===== config.mk =====
export PLATFORM = sky130hd
export DESIGN_NAME = gpio_mask_port
export DESIGN_NICKNAME = d
export VERILOG_FILES = /design/src/rtl/gpio_mask_pkg.sv /design/src/rtl/gpio_mask_ctrl.sv /design/src/rtl/gpio_mask_dpath.sv /design/src/rtl/gpio_mask_port.sv
export SDC_FILE = /design/constraint.sdc
export NUM_CORES = 1
export LEC_CHECK = 0
export ABC_AREA = 1
export BUFFER_PORTS_ARGS = -buffer_cell sky130_fd_sc_hd__buf_4
export CAP_MARGIN = 10
export CORE_UTILIZATION = 40
export DETAILED_ROUTE_END_ITERATION = 12
export SYNTH_ARGS = -nofsm -noshare
export SYNTH_HDL_FRONTEND = slang
export SYNTH_SLANG_ARGS = --single-unit

===== constraint.sdc =====
create_clock -name clk -period 0.97 [get_ports clk]
set_input_delay 0.097 -clock clk [delete_from_list [all_inputs] [get_ports clk]]
set_output_delay 0.097 -clock clk [all_outputs]
set_load 0.01 [all_outputs]

===== src/rtl/gpio_mask_pkg.sv =====
package gpio_mask_pkg;
  typedef struct packed {
    logic dataWr;
    logic dirWr;
    logic modeWr;
    logic dataRd;
    logic dirRd;
    logic modeRd;
  } gpioStrobes_t;
endpackage


===== src/rtl/gpio_mask_ctrl.sv =====
module gpio_mask_ctrl
  import gpio_mask_pkg::*;
#(
  parameter int NUM_PINS = 8,
  parameter int ADDR_W   = 12
) (
  input  logic                busSel,
  input  logic                busWrite,
  input  logic [ADDR_W-1:0]   busAddr,
  output gpioStrobes_t        strobes,
  output logic [NUM_PINS-1:0] pinMask
);
  localparam logic [ADDR_W-1:0] DIR_OFF  = ADDR_W'(1) << (NUM_PINS + 2);
  localparam logic [ADDR_W-1:0] MODE_OFF = DIR_OFF + ADDR_W'(32);

  logic inWindow, hitDir, hitMode, doWr, doRd;

  always_comb begin
    inWindow = busAddr < DIR_OFF;
    hitDir   = busAddr == DIR_OFF;
    hitMode  = busAddr == MODE_OFF;
    doWr     = busSel && busWrite;
    doRd     = busSel && !busWrite;
    pinMask  = busAddr[NUM_PINS+1:2];

    strobes.dataWr = doWr && inWindow;
    strobes.dirWr  = doWr && hitDir;
    strobes.modeWr = doWr && hitMode;
    strobes.dataRd = doRd && inWindow;
    strobes.dirRd  = doRd && hitDir;
    strobes.modeRd = doRd && hitMode;
  end
endmodule


===== src/rtl/gpio_mask_dpath.sv =====
module gpio_mask_dpath
  import gpio_mask_pkg::*;
#(
  parameter int NUM_PINS = 8
) (
  input  logic                clk,
  input  logic                rstN,
  input  gpioStrobes_t        strobes,
  input  logic [NUM_PINS-1:0] pinMask,
  input  logic [NUM_PINS-1:0] wrData,
  output logic [NUM_PINS-1:0] rdData,
  input  logic [NUM_PINS-1:0] padIn,
  output logic [NUM_PINS-1:0] padOut,
  output logic [NUM_PINS-1:0] padOe
);
  logic [NUM_PINS-1:0] outLatch, dirReg, modeReg;
  logic [NUM_PINS-1:0] syncA, syncB;
  logic [NUM_PINS-1:0] pinView;

  always_ff @(posedge clk or negedge rstN) begin
    if (!rstN) begin
      outLatch <= '0;
      dirReg   <= '0;
      modeReg  <= '0;
      syncA    <= '0;
      syncB    <= '0;
    end else begin
      syncA <= padIn;
      syncB <= syncA;
      if (strobes.dataWr) outLatch <= (outLatch & ~pinMask) | (wrData & pinMask);
      if (strobes.dirWr)  dirReg   <= wrData;
      if (strobes.modeWr) modeReg  <= wrData;
    end
  end

  // Per-pin source select: latch for outputs, synchronised pad for inputs.
  for (genvar p = 0; p < NUM_PINS; p++) begin : gPin
    assign pinView[p] = dirReg[p] ? outLatch[p] : syncB[p];
  end

  always_comb begin
    rdData = '0;
    if (strobes.dataRd)     rdData = pinView & pinMask;
    else if (strobes.dirRd)  rdData = dirReg;
    else if (strobes.modeRd) rdData = modeReg;
  end

  assign padOut = outLatch;
  assign padOe  = dirReg;
endmodule


===== src/rtl/gpio_mask_port.sv =====
module gpio_mask_port
  import gpio_mask_pkg::*;
#(
  parameter int NUM_PINS = 8,
  parameter int ADDR_W   = 12
) (
  input  logic                clk,
  input  logic                rstN,
  input  logic                busSel,
  input  logic                busWrite,
  input  logic [ADDR_W-1:0]   busAddr,
  input  logic [NUM_PINS-1:0] busWdata,
  output logic [NUM_PINS-1:0] busRdata,
  input  logic [NUM_PINS-1:0] padIn,
  output logic [NUM_PINS-1:0] padOut,
  output logic [NUM_PINS-1:0] padOe
);
  gpioStrobes_t        strobes;
  logic [NUM_PINS-1:0] pinMask;

  gpio_mask_ctrl #(.NUM_PINS(NUM_PINS), .ADDR_W(ADDR_W)) uCtrl (
    .busSel(busSel), .busWrite(busWrite), .busAddr(busAddr),
    .strobes(strobes), .pinMask(pinMask)
  );

  gpio_mask_dpath #(.NUM_PINS(NUM_PINS)) uDpath (
    .clk(clk), .rstN(rstN), .strobes(strobes), .pinMask(pinMask),
    .wrData(busWdata), .rdData(busRdata), .padIn(padIn),
    .padOut(padOut), .padOe(padOe)
  );
endmodule


* Word level (Yosys, flattened, before mapping)
Index checks and enable logic that the tools add are counted.
** Word-level totals
- Logic and storage cells :: 33
- Output and inout bits :: 24
- Bits in registers :: 40
** Cells by class
- $lt $le $gt $ge :: 1
- Bitwise logic cells :: 5
- Muxes and demuxes :: 11
- Equal/unequal tests :: 2
- Reductions and logical operators :: 9
** Operator list (count)
- $and A8 B8 Y8 :: 3
- $eq A12 B11 Y1 const B :: 2
- $mux W8 :: 3
- $lt A12 B11 Y1 const B :: 1
- $logic_and A1 B1 Y1 :: 8
- $mux W1 :: 8
- $not A8 Y8 :: 1
- $or A8 B8 Y8 :: 1
- $logic_not A1 Y1 :: 1

* Logic depth before layout (Yosys ltp)
Gate-level depths: netlist of run 1.
- Depth after elaboration :: 6
- Depth in mapped cells :: 8

* Hierarchy
A second synthesis of run 1 with hierarchy kept.
** Second synthesis, totals
- Cell total of the unflattened synthesis :: 243
- Area, all modules :: 1889.3 µm²
** By module, submodules not included
- gpio_mask_dpath :: area an instance 1710.4 µm², cells each 206, times used 1
- gpio_mask_ctrl :: area an instance 178.9 µm², cells each 37, times used 1

* Least setup slack after synthesis of run 1
OpenSTA, ideal clock, no wires.
- Kind :: input -> output
- From :: input port busAddr[11]
- To :: output port busRdata[1]
- Path slack :: -0.007 ns
- Arrival time :: 0.880 ns
- Stages :: 4
- Cell sequence :: or2_2 > nor3_4 > nand3_1 > nand3_1
** On the way
- Word-level cells in the longest chain between the ends :: 5
- Elaborated cells on any way between the ends :: 9
** RTL lines
- start, declared :: RTL line gpio_mask_port.sv:11 : input logic [ADDR_W-1:0] busAddr,
- branches (longest 4 deep; another with $lt A12 B11 Y1)
- $mux W8 (*) :: RTL line gpio_mask_dpath.sv:43 : if (strobes.dataRd) rdData = pinView & pinMask;
- end, declared :: RTL line gpio_mask_port.sv:13 : output logic [NUM_PINS-1:0] busRdata,
Every way passes the cells marked *.

* Worst setup path after layout of run 1
- From :: register uDpath.dirReg[4] (netlist: uDpath.padOe[4])
- To :: output port busRdata[4]
** On the way
- Word-level cells in the longest chain between the ends :: 3
- Elaborated cells on any way between the ends :: 4
** RTL lines
- start, declared :: RTL line gpio_mask_dpath.sv:16 : logic [NUM_PINS-1:0] outLatch, dirReg, modeReg;
- start signal, assigned :: RTL line gpio_mask_dpath.sv:31 : if (strobes.dirWr) dirReg <= wrData;
- $mux W1 :: RTL line gpio_mask_dpath.sv:38 : assign pinView[p] = dirReg[p] ? outLatch[p] : syncB[p];
- $and A8 B8 Y8 :: RTL line gpio_mask_dpath.sv:43
- $mux W8 (*) :: RTL line gpio_mask_dpath.sv:43
Mark *: on every way between the ends. The rest lies on a longest branch, timed or not.

==> results.py, run 1 <==
metrics = {
    "status": {
        "status": "complete, but fails checks",
        "violations": "setup timing",
    },
    "clocking": {
        "clock_sinks": 40,
        "cts_tree": "done",
        "numCtsBuffers": 5,
        "clkLatencyLatePin_ns": 0.29,
        "cts_buffer_depth": 2,
        "cts_max_level": 2,
        "cts_root_buffer": "clkbuf_8",
        "path_clk_slew_ns": 0.07,
    },
    "routing": {
        "top_layer_used": "met4",
        "wl_met3_um": 195,
        "drtPass1Iterations": 4,
        "post_drt_wl_per_cell_um": 13.4,
        "dr_wl_met2_um": 2360,
        "vias_per_cell": 4.91,
        "wl_met1_um": 2280,
        "drt_iter0_markers": 86,
        "drcViolationCount": 0,
        "vias": 1807,
        "wl_um": 4940,
        "ant_nets": 0,
    },
    "hold_path": {
        "min_from": "busWdata[6]",
        "min_path_type": "in2reg",
    },
    "floorplan": {
        "start_util_pct": 42.3,
        "die_w_um": 70.3,
        "dieArea_mm2": 0.00494,
        "core-area_mm2": 0.00441,
        "std_cell_rows": 24,
        "io_pins": 56,
        "die_h_um": 70.3,
    },
    "timing": {
        "worst_slack_ns": -0.324,
        "min_period_ns": 1.29,
        "finClkSkew_ns": 0.00144,
        "rsz0062_at_grt": "yes",
        "tightest_slew_ns": 0.285,
        "hold_viol_final": 0,
        "slew_viol_final": 0,
        "max_slew_margin_pct": 81.0,
        "finalSetupViolations": 18,
        "period_share_pct": 133,
        "hold_slack_ns": 0.00780,
        "clock.fmax_mhz": 773,
    },
    "synth": {
        "ys_seq_area_share_pct": 53.7,
        "syn-num-nets": 233,
        "netlist_area_mm2": 0.00187,
        "yosysUniqueCellTypes": 21,
        "synth_seq_cells": 40,
        "syn_inst": 201,
        "yosys_warnings": 0,
        "avgSynthCellArea_um2": 9.28,
    },
    "layout": {
        "drive_above_1_share_pct": 47.5,
        "insertedDiodeCount": 0,
        "nets": 348,
        "fillers": 362,
        "final_common_cell": "buf_4",
        "fin_cells": 368,
        "final_core_util_pct": 70.4,
        "area_growth_pct": 66.6,
        "final_cell_mix": "buf_4, nand2_1, dfrtp_1, buf_6, inv_1",
        "stdcell_area_mm2": 0.00311,
    },
    "setup_path": {
        "cp.arrival_ns": 1.20,
        "end_kind": "primary output",
        "path_class": "reg2out",
        "r2r-start": "uDpath.padOe[4]",
        "timing.critical_path.from": "uDpath.padOe[4]",
        "cp_max_fo": 4,
        "worstSetupStartpointType": "flop",
        "worstPathRequired_ns": 0.87,
    },
    "flow_run": {
        "maxCapViolations": 0,
    },
    "placed_design": {
        "dpl_cell_area_mm2": 0.00267,
        "place_ws_ns": -0.265,
        "dp_cells": 342,
        "hpwl_um": 3250,
        "io_buffers": 55,
        "routabilityCongestion": 0.743,
    },
    "power_and_ir_drop": {
        "p_leak_nw": 1.67,
        "powerDensity_mw_per_mm2": 1230,
        "max-vdd-ir-drop_v": 0.000933,
    },
    "grt": {
        "grt_pass1_vias": 1731,
        "antenna_found_initial": 0,
        "grt_usage_pct": 21.0,
        "grt_overflow": 0,
        "grt_pass1_wl_um": 7910,
        "grt_max_degree": 24,
    },
}
==> power by group <==
| group | switching (mW) | internal [mW] |
|---|---|---|
| clock | 0.569 | 0.634 |
| combinational | 0.316 | 0.455 |
| sequential | 0.0664 | 1.77 |
| total | 0.952 | 2.86 |
==> worst max-delay path, cell delays in order (launching register included) <==
cell,delay (ns)
dfrtp_1,0.43
buf_4,0.15
nand4_1,0.09
nand3_2,0.10
buf_6,0.13
==> cells by family after synthesis <==
logic type / share of synthesized area, %
flops: 53.7
simple gates: 32.1
compound gates: 8.59
buf+inv: 5.70
==> cells in the mapped netlist, drive strengths merged <==
cell | instances | area (um^2)
nand2 | 62 | 258
dfrtp | 40 | 1000
o21ai | 24 | 150
inv | 22 | 82.6
nand3 | 17 | 97.6
nand4 | 16 | 100
nor2 | 13 | 120
buf | 3 | 23.8
a21oi | 2 | 10.0
nor3 | 1 | 16.3
or2 | 1 | 6.26
==> path summary, 6_finish.rpt <==
path                                endpoint  slack [ns]  cells past startpoint
max in group asynchronous    uDpath.padOe[5]        0.34                      3
max reg2reg                  uDpath.padOe[4]        0.06                      4
min                        uDpath.modeReg[6]       0.008                      3
min in group asynchronous    uDpath.padOe[1]        0.21                      2
min reg2reg                  uDpath.syncB[6]        0.35                      0
max                              busRdata[4]       -0.32                      4
==> what timing repair did <==
item | CTS | global route
setup endpoints to repair | 19 | 31
cloned | 0 | 1
pin swaps | 29 | 5
gates resized for setup | 39 | 19
endpoints found under the hold margin | 48 | 0
hold buffers | 9 | 0
setup buffers | 4 | 10
==> through the flow <==
| step | TNS (ns) | total power [mW] |
|---|---|---|
| finish | -3.28 | 3.81 |
| global route | -4.17 | 3.99 |
| CTS | -3.05 | 3.77 |
| detailed placement | -6.70 | 2.47 |
| global placement | -6.67 | 2.46 |
| floorplan | 0 | 2.04 |
==> final cells by class <==
class	count	area [um^2]	share of cell area, %
multi-input combinational	137	833	26.8
sequential	40	1000	32.2
inverter	22	82.6	2.66
tap	52	65.1	2.09
timing repair buffer	110	1030	33.1
clock buffer	7	96.3	3.10
==> metal layers <==
metal | vias to the layer above | global-route usage [%]
met4 | 0 | 8.44
met1 | 856 | 27.8
met2 | 47 | 32.8
met3 | 8 | 5.05
met5 | - | 0
li1 | 896 | -
Power figures use the tool's default switching activity.
==> run 2, diff against run 1 <==
Settings changed: RECOVER_POWER from default to 25.
==> run 2 against run 1 <==
The flow still finishes with violations (setup timing); worst hold slack unchanged; largest power group unchanged; clock power barely moved; clock-buffer cell count unchanged; register-to-register slack about the same; first-iteration DRC count unchanged; global-route usage did not move; critical path depth unchanged.
==> results.py, run 2 (same netlist as run 1, synthesis figures left out) <==
metrics = {
    "status": {
        "status": "complete, but fails checks",
        "violations": "setup timing",
    },
    "setup_path": {
        "cp.arrival_ns": 1.20,
        "crit_family": "flip-flops",
        "timing.critical_path.from": "uDpath.padOe[4]",
        "worstPathRequired_ns": 0.87,
        "end_kind": "primary output",
        "cp_max_fo": 4,
        "crit_buf_inv": 2,
        "r2r-start": "uDpath.padOe[4]",
        "reg2reg_slack_ns": 0.06,
        "worstSetupStartpointType": "flop",
        "crit_chain": "buf_4 > nand4_1 > nand3_2 > buf_6",
        "rr_worst_depth": 4,
        "path_class": "reg2out",
        "crit_cells": 4,
        "slowest_delay_ns": 0.43,
        "slowest_stage": "dfrtp_1",
    },
    "timing": {
        "finClkSkew_ns": 0.00144,
        "tightest_slew_ns": 0.484,
        "period_share_pct": 133,
        "worst_slack_ns": -0.324,
        "slew_viol_final": 0,
        "min_period_ns": 1.29,
        "finalSetupViolations": 18,
        "max_slew_margin_pct": 67.7,
        "tns_ns": -3.28,
        "clock.fmax_mhz": 773,
        "rsz0062_at_grt": "yes",
        "hold_viol_final": 0,
    },
    "routing": {
        "ant_nets": 0,
        "drtPass1Iterations": 4,
        "drcViolationCount": 0,
        "wl_um": 4940,
        "vias_per_cell": 4.91,
        "drt_iter0_markers": 86,
        "post_drt_wl_per_cell_um": 13.4,
        "vias": 1807,
    },
    "floorplan": {
        "start_util_pct": 42.3,
        "io_pins": 56,
        "dieArea_mm2": 0.00494,
        "std_cell_rows": 24,
        "die_w_um": 70.3,
        "core-area_mm2": 0.00441,
        "die_h_um": 70.3,
    },
    "grt": {
        "antenna_found_initial": 0,
        "grt_overflow": 0,
        "grt_pass1_wl_um": 7910,
        "grt_max_degree": 24,
        "grt_pass1_vias": 1731,
        "grt_usage_pct": 21.0,
    },
    "power_and_ir_drop": {
        "max-vdd-ir-drop_v": 0.000933,
        "p_clk_share_pct": 31.6,
        "powerDensity_mw_per_mm2": 1230,
        "comb_power_share_pct": 20.2,
        "p_int_mw": 2.86,
        "power_switching_mw": 0.952,
        "p_leak_nw": 1.66,
        "p_seq_share_pct": 48.2,
        "total_power_mw": 3.81,
        "swShare_pct": 25.0,
    },
    "layout": {
        "stdcell_area_mm2": 0.00311,
        "nets": 348,
        "drive_above_1_share_pct": 47.5,
        "final_cell_mix": "buf_4, nand2_1, dfrtp_1, buf_6, inv_1",
        "fillers": 363,
        "fin_cells": 368,
        "insertedDiodeCount": 0,
        "area_growth_pct": 66.5,
        "final_common_cell": "buf_4",
    },
    "clocking": {
        "cts_max_level": 2,
        "numCtsBuffers": 5,
        "cts_tree": "done",
        "cts_root_buffer": "clkbuf_8",
        "clock_sinks": 40,
        "path_clk_slew_ns": 0.07,
        "clkLatencyLatePin_ns": 0.29,
        "cts_buffer_depth": 2,
    },
    "flow_run": {
        "maxCapViolations": 0,
    },
    "placed_design": {
        "hpwl_um": 3250,
        "dp_cells": 342,
        "routabilityCongestion": 0.743,
        "io_buffers": 55,
        "dpl_cell_area_mm2": 0.00267,
    },
    "hold_path": {
        "min_from": "busWdata[6]",
        "hold_depth": 3,
        "min_path_type": "in2reg",
    },
}
run 2: metrics by stage:
stage	util (%)	hold WS (ns)	worst slack, ns
final	70.4	0.00780	-0.324
after global routing	70.4	0.00636	-0.385
after CTS	67.7	0.00194	-0.317
after detailed placement	60.4	-0.0105	-0.265
after global placement	60.4	-0.0128	-0.269
after floorplan	-	-0.199	0.00279
run 2: area by class of cell:
cell class	instances	area (um^2)	area share, %
well taps	52	65.1	2.10
flip-flops and latches	40	1000	32.3
repair buffers	110	1030	33.0
multi-input cells	137	833	26.8
clock buffers	7	96.3	3.10
inverters	22	82.6	2.66
run 2: layer usage:
metal	global-route usage (%)	routed length, um	vias up
met1	27.8	2280	856
met5	0	0	-
li1	-	-	896
met2	32.8	2360	47
met3	5.05	195	8
met4	8.44	98	0
run 2: worst paths after layout:
path	end
setup / recovery	busRdata[4]
hold / removal	uDpath.modeReg[6]
setup reg to reg	uDpath.padOe[4]
hold reg to reg	uDpath.syncB[6]
max in group asynchronous	uDpath.padOe[5]
min in group asynchronous	uDpath.padOe[1]
run 2: worst min-delay path: cells and delay by family:
family / cells / cell delay [ns]
and+or+nand+nor: 2 / 0.08
buffers and inverters: 1 / 0.09
run 2: power by group through the flow:
stage / Clock, mW / Combinational, mW / Sequential [mW]
2_1_floorplan: 0 / 0.154 / 1.89
4_1_cts: 1.22 / 0.713 / 1.83
6_report: 1.20 / 0.769 / 1.84
5_1_grt: 1.31 / 0.833 / 1.85
3_3_place_gp: 0 / 0.609 / 1.85
3_5_place_dp: 0 / 0.615 / 1.86
run 2: what timing repair did:
action,in CTS,in global routing
gates resized for setup,39,19
endpoints found under the hold margin,48,0
pin swaps,29,5
endpoints found under the setup margin,19,31
hold buffers,9,0
gates cloned,0,1
buffers inserted,4,10
==> run 3, diff against run 2 <==
Settings changed: CORE_ASPECT_RATIO from default to 2, CORE_MARGIN from default to 5.
==> run 3 against run 2 <==
The run still ends with setup timing left; sequential power about the same; clock power increased by 23%; non-clock buffer count increased by 1; sequential share of layout area decreased by 0.77 points; die area increased by 26%; global-route usage decreased by 2.5 points; worst hold slack improved by 0.0016 ns; first-iteration DRC count decreased by 34%.
==> results.py, run 3 (same netlist as run 1, synthesis figures left out) <==
metrics = {
    "routing": {
        "vias_per_cell": 4.83,
        "post_drt_wl_per_cell_um": 14.2,
        "ant_nets": 0,
        "drt_iter0_markers": 57,
        "vias": 1802,
        "wl_um": 5320,
        "drcViolationCount": 0,
        "drtPass1Iterations": 4,
    },
    "power_and_ir_drop": {
        "max-vdd-ir-drop_v": 0.00107,
        "p_seq_share_pct": 44.5,
        "p_int_mw": 3.14,
        "swShare_pct": 23.6,
        "p_leak_nw": 1.70,
        "p_clk_share_pct": 35.9,
        "powerDensity_mw_per_mm2": 1290,
        "power_switching_mw": 0.973,
        "comb_power_share_pct": 19.6,
    },
    "layout": {
        "final_common_cell": "buf_4",
        "drive_above_1_share_pct": 49.1,
        "nets": 349,
        "insertedDiodeCount": 0,
        "final_cell_mix": "buf_4, nand2_1, buf_6, dfrtp_1, inv_1",
        "area_growth_pct": 70.8,
        "fillers": 391,
        "fin_cells": 373,
    },
    "floorplan": {
        "io_pins": 56,
        "die_w_um": 58.3,
        "die_h_um": 107,
        "std_cell_rows": 35,
        "dieArea_mm2": 0.00621,
        "core-area_mm2": 0.00455,
        "start_util_pct": 41.0,
    },
    "setup_path": {
        "cp_max_fo": 5,
        "worstSetupStartpointType": "flop",
        "cp.arrival_ns": 1.18,
        "worstPathRequired_ns": 0.87,
        "timing.critical_path.from": "uDpath.padOe[0]",
        "slowest_delay_ns": 0.44,
        "reg2reg_to": "uDpath.padOe[5]",
        "crit_path_end": "busRdata[0]",
        "reg2reg_slack_ns": 0.07,
        "end_kind": "primary output",
        "rr_worst_depth": 4,
        "r2r-start": "uDpath.padOe[5]",
        "crit_chain": "o21ai_2 > a21oi_2 > nand2_1 > nand3_2 > buf_6",
        "slowest_stage": "dfrtp_2",
        "path_class": "reg2out",
    },
    "timing": {
        "max_slew_margin_pct": 63.0,
        "min_period_ns": 1.28,
        "tns_ns": -3.32,
        "period_share_pct": 132,
        "slew_viol_final": 0,
        "tightest_slew_ns": 0.554,
        "worst_slack_ns": -0.310,
        "finalSetupViolations": 23,
        "clock.fmax_mhz": 781,
        "finClkSkew_ns": 0.00254,
        "rsz0062_at_grt": "yes",
        "hold_viol_final": 0,
    },
    "grt": {
        "grt_use_met1_pct": 22.3,
        "grt_overflow": 0,
        "grt_pass1_wl_um": 8630,
        "grtUsageMet2_pct": 31.8,
        "grt_usage_pct": 18.4,
        "antenna_found_initial": 0,
        "grt_use_met3_pct": 2.65,
        "busiest_layer": "met2",
        "grt_pass1_vias": 1839,
        "grt_max_degree": 19,
    },
    "flow_run": {
        "maxCapViolations": 0,
    },
    "clocking": {
        "cts_buffer_depth": 2,
        "clkLatencyLatePin_ns": 0.29,
        "path_clk_slew_ns": 0.08,
        "numCtsBuffers": 5,
        "clock_sinks": 40,
        "cts_tree": "done",
        "cts_root_buffer": "clkbuf_8",
        "cts_max_level": 2,
    },
    "status": {
        "violations": "setup timing",
        "status": "complete, but fails checks",
    },
    "placed_design": {
        "dp_cells": 350,
        "hpwl_um": 3830,
        "place_ws_ns": -0.289,
        "routabilityCongestion": 0.800,
        "io_buffers": 55,
    },
    "hold_path": {
        "min_path_type": "in2reg",
    },
}
-- run 3: area by class of cell --
type | count | area, um^2 | share of cell area (%)
timing repair buffer | 111 | 1050 | 33.0
inverter | 22 | 82.6 | 2.59
multi-input combinational | 137 | 855 | 26.8
sequential | 40 | 1000 | 31.5
clock buffer | 7 | 96.3 | 3.02
tap | 55 | 68.8 | 2.16
clock inverter | 1 | 30.0 | 0.943
-- run 3: repair_timing --
| action | CTS | global route |
|---|---|---|
| hold buffers | 9 | 0 |
| endpoints found under the setup margin | 23 | 31 |
| setup buffers | 5 | 8 |
| resized for setup | 48 | 20 |
| pin swaps | 29 | 11 |
| hold endpoints to repair | 48 | 0 |
| gates cloned | 0 | 1 |
-- run 3: worst min path at each step --
stage | end | depth (start not counted) | startpoint
floorplan | async pin | 0 | rstN
global placement | async pin | 1 | rstN
detailed placement | async pin | 1 | rstN
CTS | uDpath.modeReg[1] | 3 | busWdata[1]
global route | uDpath.modeReg[5] | 3 | busWdata[5]
finish | uDpath.modeReg[0] | 3 | busWdata[0]
-- run 3: power by group through the flow --
stage | Combinational (mW) | Sequential (mW) | Clock (mW)
after detailed placement | 0.659 | 1.85 | 0
after global routing | 0.882 | 1.84 | 1.58
after global placement | 0.652 | 1.85 | 0
after CTS | 0.786 | 1.83 | 1.51
final | 0.806 | 1.83 | 1.48
after floorplan | 0.154 | 1.89 | 0
-- run 3: through the flow --
step           total power, mW  hold slack, ns  utilization [%]  area (um^2)
3_5_place_dp              2.51         0.00333             59.8         2720
6_report                  4.12         0.00943             69.9         3190
2_1_floorplan             2.04          -0.199                -         1900
4_1_cts                   4.12         0.00484             68.1         3100
3_3_place_gp              2.50         0.00363             59.8         2720
5_1_grt                   4.30          0.0190             69.9         3190
-- run 3: critical path: cells and delay by family, from the launching register on --
family | cells | cell delay (ns)
buffers and inverters | 1 | 0.12
AND/OR/NAND/NOR | 2 | 0.14
AO/OA/AOI/OAI | 2 | 0.19
flip-flops | 1 | 0.44
-- run 3: layer usage --
metal	wire [um]	part of all wire (%)
met4	91	1.7
met2	2980	56
met3	245	4.6
met1	2000	38
met5	0	0
